<file path="src/rtl/rect_blit_engine.sv">
module rect_blit_engine #(
  parameter int ADDR_W = 16,
  parameter int WID_W  = 11,
  parameter int HGT_W  = 10,
  parameter int PIT_W  = 12
) (
  input  logic              clk,
  input  logic              rst_n,
  input  logic              bus_wr,
  input  logic [6:0]        bus_addr,
  input  logic [3:0]        bus_be,
  input  logic [31:0]       bus_wdata,
  output logic [31:0]       bus_rdata,
  output logic              mem_rd,
  output logic              mem_wr,
  output logic [ADDR_W-1:0] mem_addr,
  output logic [7:0]        mem_wdata,
  input  logic [7:0]        mem_rdata
);
  localparam logic [7:0] OP_SRC = 8'h0D;
  localparam logic [7:0] OP_XOR = 8'h59;
  localparam logic [7:0] OP_AND = 8'h05;
  localparam logic [7:0] OP_OR  = 8'h6D;
  localparam logic [4:0] W_GEOM = 5'h02, W_PITCH = 5'h03, W_DADR = 5'h04,
                         W_SADR = 5'h05, W_MODE = 5'h06, W_CMD = 5'h10;

  typedef enum logic [1:0] {S_IDLE, S_RS, S_RD, S_WR} st_t;
  st_t st;

  logic [WID_W-1:0]  wid_r, wid_l, col;
  logic [HGT_W-1:0]  hgt_r, hgt_l, row;
  logic [PIT_W-1:0]  dpit_r, spit_r, dpit_l, spit_l;
  logic [ADDR_W-1:0] dadr_r, sadr_r, rsrc, rdst, src_a, dst_a, nsrc, ndst;
  logic [7:0]        rop_r, rop_l, src_q, result;
  logic [1:0]        dep_r;
  logic              back_r, back_l;
  logic [31:0]       wmerge;
  logic              busy, need_dst, row_end, last, start;
  logic              unused_bits;

  assign busy     = st != S_IDLE;
  assign need_dst = rop_l != OP_SRC;
  assign row_end  = col == wid_l;
  assign last     = row_end && row == hgt_l;
  assign start    = bus_wr && bus_addr[6:2] == W_CMD && bus_be[0] && bus_wdata[1] && !busy;

  assign src_a = back_l ? rsrc - ADDR_W'(col) : rsrc + ADDR_W'(col);
  assign dst_a = back_l ? rdst - ADDR_W'(col) : rdst + ADDR_W'(col);
  assign nsrc  = back_l ? rsrc - ADDR_W'(spit_l) : rsrc + ADDR_W'(spit_l);
  assign ndst  = back_l ? rdst - ADDR_W'(dpit_l) : rdst + ADDR_W'(dpit_l);

  assign mem_rd    = (st == S_RS) || (st == S_RD && need_dst);
  assign mem_wr    = st == S_WR;
  assign mem_addr  = (st == S_RS) ? src_a : dst_a;
  assign mem_wdata = result;

  always_comb begin
    case (rop_l)
      OP_SRC:  result = src_q;
      OP_XOR:  result = src_q ^ mem_rdata;
      OP_AND:  result = src_q & mem_rdata;
      OP_OR:   result = src_q | mem_rdata;
      default: result = mem_rdata;
    endcase
  end

  always_comb begin
    case (bus_addr[6:2])
      W_GEOM:  bus_rdata = {{(16-HGT_W){1'b0}}, hgt_r, {(16-WID_W){1'b0}}, wid_r};
      W_PITCH: bus_rdata = {{(16-PIT_W){1'b0}}, spit_r, {(16-PIT_W){1'b0}}, dpit_r};
      W_DADR:  bus_rdata = 32'(dadr_r);
      W_SADR:  bus_rdata = 32'(sadr_r);
      W_MODE:  bus_rdata = {8'h00, rop_r, 8'h00, 2'b00, dep_r, 3'b000, back_r};
      W_CMD:   bus_rdata = {31'b0, busy};
      default: bus_rdata = 32'b0;
    endcase
  end

  always_comb
    for (int i = 0; i < 4; i++)
      wmerge[8*i +: 8] = bus_be[i] ? bus_wdata[8*i +: 8] : bus_rdata[8*i +: 8];

  assign unused_bits = ^{wmerge, bus_addr[1:0]};

  always_ff @(posedge clk) begin
    if (!rst_n) begin
      wid_r <= '0; hgt_r <= '0; dpit_r <= '0; spit_r <= '0;
      dadr_r <= '0; sadr_r <= '0; rop_r <= '0; dep_r <= '0; back_r <= 1'b0;
    end else begin
      if (bus_wr) begin
        case (bus_addr[6:2])
          W_GEOM:  begin wid_r <= wmerge[WID_W-1:0]; hgt_r <= wmerge[16 +: HGT_W]; end
          W_PITCH: begin dpit_r <= wmerge[PIT_W-1:0]; spit_r <= wmerge[16 +: PIT_W]; end
          W_DADR:  dadr_r <= wmerge[ADDR_W-1:0];
          W_SADR:  sadr_r <= wmerge[ADDR_W-1:0];
          W_MODE:  begin back_r <= wmerge[0]; dep_r <= wmerge[5:4]; rop_r <= wmerge[23:16]; end
          default: ;
        endcase
      end
      if (st == S_WR && last) begin
        sadr_r <= nsrc;
        dadr_r <= ndst;
      end
    end
  end

  always_ff @(posedge clk) begin
    if (!rst_n) begin
      st <= S_IDLE;
      wid_l <= '0; hgt_l <= '0; dpit_l <= '0; spit_l <= '0;
      rop_l <= '0; back_l <= 1'b0; col <= '0; row <= '0;
      rsrc <= '0; rdst <= '0; src_q <= '0;
    end else begin
      case (st)
        S_IDLE: if (start) begin
          wid_l <= wid_r; hgt_l <= hgt_r; dpit_l <= dpit_r; spit_l <= spit_r;
          rop_l <= rop_r; back_l <= back_r; rsrc <= sadr_r; rdst <= dadr_r;
          col <= '0; row <= '0;
          st <= S_RS;
        end
        S_RS: st <= S_RD;
        S_RD: begin
          src_q <= mem_rdata;
          st <= S_WR;
        end
        S_WR: begin
          if (row_end) begin
            col  <= '0;
            row  <= row + 1'b1;
            rsrc <= nsrc;
            rdst <= ndst;
          end else begin
            col <= col + 1'b1;
          end
          st <= last ? S_IDLE : S_RS;
        end
        default: st <= S_IDLE;
      endcase
    end
  end

  assert_strobe_excl_R5: assert property (@(posedge clk) disable iff (!rst_n)
    !(mem_rd && mem_wr));
  assert_single_write_R5: assert property (@(posedge clk) disable iff (!rst_n)
    mem_wr |=> !mem_wr);
  assert_idle_quiet_R3: assert property (@(posedge clk) disable iff (!rst_n)
    !busy |-> !mem_rd && !mem_wr);
  assert_counter_bound_R6: assert property (@(posedge clk) disable iff (!rst_n)
    busy |-> col <= wid_l && row <= hgt_l);
  assert_blit_frozen_R9: assert property (@(posedge clk) disable iff (!rst_n)
    (busy && !(st == S_WR && last)) |=> busy && $stable(rop_l) && $stable(wid_l) && $stable(back_l));
  assert_end_idle_R3: assert property (@(posedge clk) disable iff (!rst_n)
    (mem_wr && last) |=> !busy);
endmodule

</file>
<file path="config.mk">
export PLATFORM = sky130hd
export DESIGN_NAME = rect_blit_engine
export DESIGN_NICKNAME = d
export VERILOG_FILES = /design/src/rtl/rect_blit_engine.sv
export SDC_FILE = /design/constraint.sdc
export NUM_CORES = 1
export LEC_CHECK = 0
export BUFFER_PORTS_ARGS = -buffer_cell sky130_fd_sc_hd__buf_2
export CAP_MARGIN = 15
export CORE_AREA = 5 5 160 162
export DETAILED_ROUTE_END_ITERATION = 8
export DIE_AREA = 0 0 165 167
export PLACE_DENSITY = 0.73
export SLEW_MARGIN = 40
export SYNTH_ARGS = -nofsm -noshare
export SYNTH_HDL_FRONTEND = slang
export SYNTH_SLANG_ARGS = --single-unit
</file>
<file path="constraint.sdc">
create_clock -name clk -period 6.5 [get_ports clk]
set_clock_uncertainty 0.2 [all_clocks]
set_input_delay 1.3 -clock clk [delete_from_list [all_inputs] [get_ports clk]]
set_output_delay 1.3 -clock clk [all_outputs]
set_load 0.01 [all_outputs]
</file>
# Word level (Yosys, flattened, before mapping)
# Index checks and enable logic that the tools add are counted.
# word_totals
regBits	205
latchBits	0
ram_bits	0
rom_bits	0
in_bits	54
memories	0
# op_classes
n_addsub	10
multipliers	0
n_div	0
magnitude_cmp	0
eq_ne	18
shifts	0
muxes	32
bitwise	3
reduce_logical	23
# op_table
op	n
16-bit 2-to-1 mux	15
28-bit case mux with 6 select lines	1
16-bit case mux with 2 select lines	2
16-bit by 11-bit adder with 16-bit output	2
16-bit by 12-bit adder with 16-bit output	2
8-bit case mux with 4 select lines	1
16-bit by 11-bit subtractor with 16-bit output	2
16-bit by 12-bit subtractor with 16-bit output	2
8-bit 2-to-1 mux	3
11-bit 2-to-1 mux	2
11-bit case mux with 2 select lines	1
10-bit 2-to-1 mux	2
10-bit case mux with 2 select lines	1
8-bit by 7-bit equality test with 1-bit output, second input constant	2
5-bit by 3-bit equality test with 1-bit output, second input constant	3
2-bit AND reduction	7
11-bit by 1-bit adder with 11-bit output, second input constant	1
11-bit equality test	1
10-bit by 1-bit adder with 10-bit output, second input constant	1
10-bit equality test	1
5-bit by 2-bit equality test with 1-bit output, second input constant	2
2-bit nonzero test	5
8-bit bitwise AND	1
8-bit by 3-bit equality test with 1-bit output, second input constant	1
18 further kinds	25

# Longest topological paths before layout
# Gate-level depths: netlist of run 1.
# depth
depth_word	7
ltp_mapped	14
ltp_nobuf	14

# Worst setup path before layout of run 1
# OpenSTA, ideal clock, no wires.
# synth_timing
kind	flip-flop to output port
from	reg st[1]
to	out mem_addr[15]
arrival_ns	3.286
setup_slack_ns	1.714
stages_incl_launch_ff	14
cell_sequence	dfxtp_1 > inv_1 > ha_1 > clkbuf_1 > clkbuf_1 > mux2_2 > ha_1 > a21o_1 > a21o_1 > a221o_1 > a31oi_1 > o21ai_0 > a21oi_1 > xnor2_1
# synth_between
elab_chain_cells	2
# synth_rtl
element	line_no	rtl
from (decl)	28	st_t st;
from (signal assigned)	135	st <= last ? S_IDLE : S_RS;
2-bit by 1-bit equality test with 1-bit output	54	assign mem_addr = (st == S_RS) ? src_a : dst_a;
16-bit 2-to-1 mux	54	
to (decl)	16	output logic [ADDR_W-1:0] mem_addr,
# No other way between the ends.

# Worst setup path in the final report of run 1
# layout_timing
from	reg col[2]
to	out mem_addr[15]
# layout_between
elab_chain_cells	3
# layout_rtl
element	line_no	rtl
from (decl)	30	logic [WID_W-1:0] wid_r, wid_l, col;
from (signal assigned)	133	col <= col + 1'b1;
16-bit by 11-bit adder with 16-bit output (tied with other cells)	48	assign dst_a = back_l ? rdst - ADDR_W'(col) : rdst + ADDR_W'(col);
16-bit 2-to-1 mux, on equally long branches	48, 47	
16-bit 2-to-1 mux (*)	54	
# Every way passes the cells marked *; elsewhere a longest branch is shown, timed or not.

==> summary.md, run 1 <==
| Metric | Value |
|---|---|
| Status | finished, final reports clean |
| Max-cap violation count | 0 |
| Max IR drop VDD | 0.187 mV |
| Slew headroom | 42.3% |
| Clk pwr share | 46.7% |
| Critical Path Sink Type | primary output |
| Vias in the first global route | 11200 |
| Drt pass-1 iters | 6 |
| Detail Route Antenna Nets | 0 |
| Placed cell count | 2010 |
| Post-synthesis sequential area ratio | between 30% and 40% |
| Post-Synthesis Cells | around 1700 |
| Netlist cell types | 80 |
| H-tree levels | 1 |
| First-pass GRT wire length | 61100 um |
| Critical Path RT | approximately 5 ns |
| R2R cell count | 10 |
| Die Y-Extent | 167 um |
| Routed len/inst | roughly 19 um |
| PnR Total Power | 0.00290 W |
| Routability Congestion | 0.959 |
| RSZ-0062 raised after global routing | no |
| DRC | 0 |
| Async S/R FF share, synth | 0% |
| Share of layout cells above drive strength 1 | 12.6% |
| Internal power | 0.00217 W |
| CTS tree | done |
| Row cnt | 57 |
| Switching share of power | 25.1% |
| Worst Tran Pin Value | between 0.8 and 0.9 ns |
| Hold Crit Class | reg -> reg |
| Fin nets | 1839 |
| Register bit total from synthesis | around 210 |
| Post-CTS setup buffer count | 0 |
| Worst Hold Depth | 2 |
| Total gr overflow | 0 |
| Clk buf depth | 3 |
| Fin crit share | 88.4% |
| Skew-Pair Late Insertion Delay | 0.52 ns |
| Critical path arrival | between 4 and 5 ns |
| P_sw | 0.000727 W |
| Initial Util | 54.0% |
| Final hold vios | 0 |
| Final HPWL DP | roughly 27000 um |
| CP Class | reg -> out |
| CTS resizes | 0 |
| Final slew viol count | 0 |
| Final Non-Filler Cells | 2051 |
| Ant. Diodes | 0 |
| Vias | 12400 |
| Chip Width | 165 um |
| Area Growth Syn to Fin | 10.2% |
| Worst-path clk slew | ~0.06 ns |
| Core Box Area | 24000 um^2 |
| Post-Syn Area | around 13000 um^2 |
| Mean number of vias per cell | 6.02 |
| PwrDens | 203 nW/um^2 |
| Drt total wl | 38800 um |
| Min cycle time layout | 5.74 ns |
| Die area | around 28000 um^2 |
| Final setup vio count | 0 |
| Most frequent cells in the layout | nand2_1 (332), a21oi_1 (222), dfxtp_1 (205) |
| Mean Syn Cell Area | 7.70 um^2 |
| Antenna violations before repair | 1 |
| CTS buffer count | 23 |
| Top FF cell, synth | dfxtp_1 |
| Number of I/O pins | 112 |
| Tot GR Track Use | 27.2% |
| # hold bufs at CTS | 0 |
| Upper clock frequency limit | 174 MHz |
| DRT iter0 DRCs | 1402 |
| Ys Warns | 0 |
| Setup_tns | 0 ns |
| Clk root buf | clkbuf_16 |
| LEAKAGE | 5.66 nW |
| Post-synth EDFFs | 0 |
| Seq pwr share | 44.2% |
| Worst-path fanout max | 11 |
| Fillers | 2229 |
| IO buf count | 101 |
| Comb pwr share | 9.2% |
| CTS Sinks | between 200 and 250 |
| Largest net degree at the start of global routing | 86 |
| Most common cell after layout, fill and taps aside | nand2_1 |
| CP startpoint kind | register |
final timing paths:
| check | from | slack, ns | to |
|---|---|---|---|
| worst max-delay path | col[2] | 0.76 | mem_addr[15] |
| worst min-delay path | rop_l[0] | 0.26 | rop_l[0] |
| worst min register to register | rop_l[0] | 0.26 | rop_l[0] |
| worst max register to register | back_l | 2.41 | sadr_r[11] |
synthesized netlist by cell type (15+ instances only):
cell	count	area share (%)
a211oi_1	17	0.99
a21oi_1	222	8.6
a22oi_1	27	1.6
a31oi_1	16	0.77
and3_1	20	0.97
buf_2	24	0.93
clkbuf_1	63	1.8
dfxtp_1	205	32
ha_1	71	6.9
inv_1	51	1.5
mux2_2	35	3.0
mux2i_1	31	2.4
nand2_1	334	9.7
nand3_1	30	1.2
nand4_1	21	1.0
nor2_1	101	2.9
nor3_1	17	0.66
o21a_1	15	0.87
o21ai_0	80	3.1
xnor2_1	63	4.3
xor2_1	38	2.6
worst max-delay path, cell delays in order (launching register included):
cell	delay [ns]
dfxtp_1	0.43
nor4_1	0.55
nand2_1	0.10
nor2_1	0.27
a21oi_1	0.18
xnor2_1	0.18
ha_1	0.36
a21o_1	0.20
a21o_1	0.16
a221o_1	0.33
a31oi_1	0.32
o21ai_0	0.15
a21oi_1	0.20
xnor2_1	0.13
buf_2	0.15
area by class of cell:
class | count | area (um^2) | share of cell area [%]
inverter | 53 | 201 | 1.41
clock buffer | 35 | 681 | 4.77
clock inverter | 6 | 95.1 | 0.667
multi-input combinational | 1313 | 8150 | 57.2
timing repair buffer | 115 | 623 | 4.37
sequential | 205 | 4100 | 28.8
tap | 324 | 405 | 2.84
per-layer routing:
metal  global-route usage, %  share of wire [%]
met2                    40.6                 43
met4                    6.04                2.0
met1                    40.6                 45
met3                    5.14                9.6
met5                       0              0.033
state kept, by name, indices dropped and copies added, names as in the netlist:
| register | cells |
|---|---|
| back_l | 1 |
| back_r | 1 |
| col | 11 |
| dadr_r | 16 |
| dep_r | 2 |
| dpit_l | 12 |
| dpit_r | 12 |
| hgt_l | 10 |
| hgt_r | 10 |
| rdst | 16 |
| rop_l | 8 |
| rop_r | 8 |
| row | 10 |
| rsrc | 16 |
| sadr_r | 16 |
| spit_l | 12 |
| spit_r | 12 |
| src_q | 8 |
| st | 2 |
| wid_l | 11 |
| wid_r | 11 |
stage by stage:
stage	cell area (um^2)	worst slack [ns]	hold slack (ns)	util, %
after floorplan	12900	1.71	0.232	-
after CTS	14300	0.729	0.259	59.5
after detailed placement	13500	1.30	0.251	56.3
after global placement	13500	1.34	0.240	56.2
after global routing	14300	0.392	0.285	59.5
final	14300	0.757	0.261	59.5
cell families after synthesis:
kind of cell    share of synthesized area (%)
xor+xnor                                 6.84
fa+ha+maj                                7.33
mux                                      5.56
buf+inv                                  5.72
simple gates                             20.3
flops                                    31.7
compound gates                           22.5
other cells                            0.0290
power groups by stage:
| stage | registers [W] | logic, W | clock network (W) |
|---|---|---|---|
| 4_1_cts | 0.00128 | 0.000261 | 0.00136 |
| 5_1_grt | 0.00128 | 0.000285 | 0.00142 |
| 3_3_place_gp | 0.00131 | 0.000255 | 0 |
| 2_1_floorplan | 0.00130 | 0.000177 | 0 |
| 6_report | 0.00128 | 0.000266 | 0.00135 |
| 3_5_place_dp | 0.00131 | 0.000260 | 0 |
(Power assumes the default switching activity.)
==> run 2: changes to the inputs <==
--- a/config.mk
+++ b/config.mk
@@ -10,7 +10,9 @@
 export CORE_AREA = 5 5 160 162
 export DETAILED_ROUTE_END_ITERATION = 8
 export DIE_AREA = 0 0 165 167
+export GPL_TIMING_DRIVEN = 0
 export PLACE_DENSITY = 0.73
+export SKIP_CTS_REPAIR_TIMING = 1
 export SLEW_MARGIN = 40
 export SYNTH_ARGS = -nofsm -noshare
 export SYNTH_HDL_FRONTEND = slang
==> constraint.sdc (replaced) <==
create_clock -name clk -period 5.8 [get_ports clk]
set_clock_uncertainty 0.2 [all_clocks]
set_input_delay 1.16 -clock clk [delete_from_list [all_inputs] [get_ports clk]]
set_output_delay 1.16 -clock clk [all_outputs]
set_load 0.01 [all_outputs]
==> run 2 against run 1 <==
Sequential power rose by 12%. Final area rose by 3.2%. Clock-buffer cell count fell by 3. Final cell count rose by 4.6%.
==> summary.md, run 2 (synthesis gave the netlist of run 1 again) <==
| Metric | Value |
|---|---|
| Status | finished, final reports clean |
| Drt total wl | 45500 um (+17%) |
| Min cycle time layout | 5.61 ns |
| Reg-to-reg endpoint | rdst[12] |
| Area occupied by multi-input gates | 8140 um^2 (-0.12%) |
| Upper clock frequency limit | 178 MHz |
| RR Startpoint | back_l |
| Clk root buf | clkbuf_16 |
| Worst-path clk slew | 0.06 ns (about the same) |
| Worst Hold Depth | 2 (unchanged) |
| Fin nets | 1934 (+5.2%) |
| Setup_tns | 0 ns (unchanged) |
| DRC | 0 (unchanged) |
| Final slew viol count | 0 (unchanged) |
| Total gr overflow | 0 (unchanged) |
| Row cnt | 57 (unchanged) |
| WHS | 0.252 ns (-0.00839 ns) |
| Largest net degree at the start of global routing | 13 (-85%) |
| Critical path arrival | 4.25 ns (about the same) |
| DRT iter0 DRCs | 1424 (+1.6%) |
| Die area | 27600 um^2 (unchanged) |
| Sequential Area | 4100 um^2 (unchanged) |
| Setup WS post-layout | 0.192 ns (-0.564 ns) |
| Most frequent cells in the layout | nand2_1 (334), a21oi_1 (222), dfxtp_1 (205) |
| Antenna violations before repair | 0 (-1) |
| RSZ-0062 raised after global routing | no |
| Max IR drop VDD | 0.196 mV (+5.0%) |
| CTS tree | done |
| Routability Congestion | 0.972 (+1.3%) |
| CTS Sinks | 205 (unchanged) |
| IO buf count | 98 (-3.0%) |
| Worst Tran Pin Value | 0.918 ns (+0.0554 ns) |
| Number of I/O pins | 112 (unchanged) |
| Tot GR Track Use | 32.1% (+4.9 points) |
| Die Y-Extent | 167 um (unchanged) |
| Core Box Area | 24000 um^2 (unchanged) |
| Share of layout cells above drive strength 1 | 13.6% (+0.93 points) |
| Routed len/inst | 21.2 um (+12%) |
| Skew-Pair Late Insertion Delay | 0.52 ns (about the same) |
| Most common cell after layout, fill and taps aside | nand2_1 |
| Critical Path RT | 4.44 ns (-0.56 ns) |
| Pre-CTS WS | 0.305 ns (-0.999 ns) |
| CP startpoint kind | register |
| Max-cap violation count | 0 (unchanged) |
| R2R cell count | 13 (+3) |
| Critical Path Sink Type | primary output |
| Final Non-Filler Cells | 2146 (+4.6%) |
| HP Start | rop_l[0] |
| Vias | 13000 (+5.6%) |
| Detail Route Antenna Nets | 0 (unchanged) |
| Ant. Diodes | 0 (unchanged) |
| Drt pass-1 iters | 8 (+2) |
| H-tree levels | 1 (unchanged) |
| Mean number of vias per cell | 6.08 (+0.88%) |
| CTS buffer count | 24 (+4.3%) |
| CP Class | reg -> out |
| LEAKAGE | 5.92 nW (+4.6%) |
| Worst-path fanout max | 10 (-1) |
| Final Cell Area | 14700 um^2 (+3.2%) |
| Final hold vios | 0 (unchanged) |
| Hold endpoint | rop_l[0] |
| PwrDens | 228 nW/um^2 (+12%) |
| DP Area | 13800 um^2 (+2.7%) |
| Clk buf depth | 3 (unchanged) |
| Area Growth Syn to Fin | 13.7% |
| Fillers | 2268 (+1.7%) |
| Chip Width | 165 um (unchanged) |
| Hold Crit Class | reg -> reg |
| Vias in the first global route | 12000 (+7.3%) |
| Fin crit share | slightly below 100% |
| Slew headroom | 38.8% (-3.6 points) |
| First-pass GRT wire length | 69500 um (+14%) |
| Final setup vio count | 0 (unchanged) |
| Initial Util | 54.0% (unchanged) |
| Placed cell count | 2105 (+4.7%) |
| FF-to-FF setup slack | 1.55 ns (-0.86 ns) |
| Final HPWL DP | 34900 um (+28%) |
## run 2: cell types whose count changed in the layout (fill, tap and decap cells not counted), moves of 5 or more
cell      delta
buf_1        +5
buf_2       +21
buf_6        +5
clkbuf_1    +56
## run 2: worst max-delay path, cell delays in order, from the launching register on
cell,delay [ns]
dfxtp_1,0.35
inv_1,0.12
ha_2,0.35
clkbuf_2,0.39
mux2_2,0.41
ha_1,0.29
clkbuf_1,0.20
and4_1,0.30
a221o_1,0.33
a31oi_1,0.33
o21ai_0,0.15
a21oi_1,0.19
xnor2_1,0.14
buf_2,0.15
## run 2: worst max-delay path by stage
stage	from	endpoint	depth (start not counted)
global route	st[1]	mem_addr[15]	13
global placement	st[1]	mem_addr[15]	14
CTS	st[1]	mem_addr[15]	14
finish	st[1]	mem_addr[15]	13
detailed placement	st[1]	mem_addr[15]	14
floorplan	st[1]	mem_addr[15]	13
## run 2: final cells by class
class                      instances  area share, %
tap                              324           2.75
sequential                       205           27.9
inverter                          53           1.35
clock buffer                      32           4.76
clock inverter                    10          0.944
multi-input combinational       1313           55.3
buffer                           111           3.66
timing repair buffer              98           3.33
## run 2: report_power, final
part           switching, W  leakage (nW)  total [W]  internal (W)
Combinational      0.000210          3.85   0.000325      0.000115
Clock              0.000618         0.416    0.00160      0.000978
Sequential        0.0000150          1.65    0.00144       0.00142
Total              0.000844          5.92    0.00336       0.00251
## run 2: per-stage QoR
| step | util, % | total power [W] |
|---|---|---|
| after floorplan | - | 0.00166 |
| final | 61.4 | 0.00336 |
| after detailed placement | 57.8 | 0.00178 |
| after CTS | 61.3 | 0.00334 |
| after global routing | 61.4 | 0.00345 |
| after global placement | 57.8 | 0.00177 |
## run 2: per-layer routing
metal	up-vias	global-route usage (%)	part of all wire, %
met2	726	47.0	42
met1	6062	45.9	43
li1	6144	-	-
met3	109	8.26	12
met4	0	10.6	3.8
met5	-	0	0
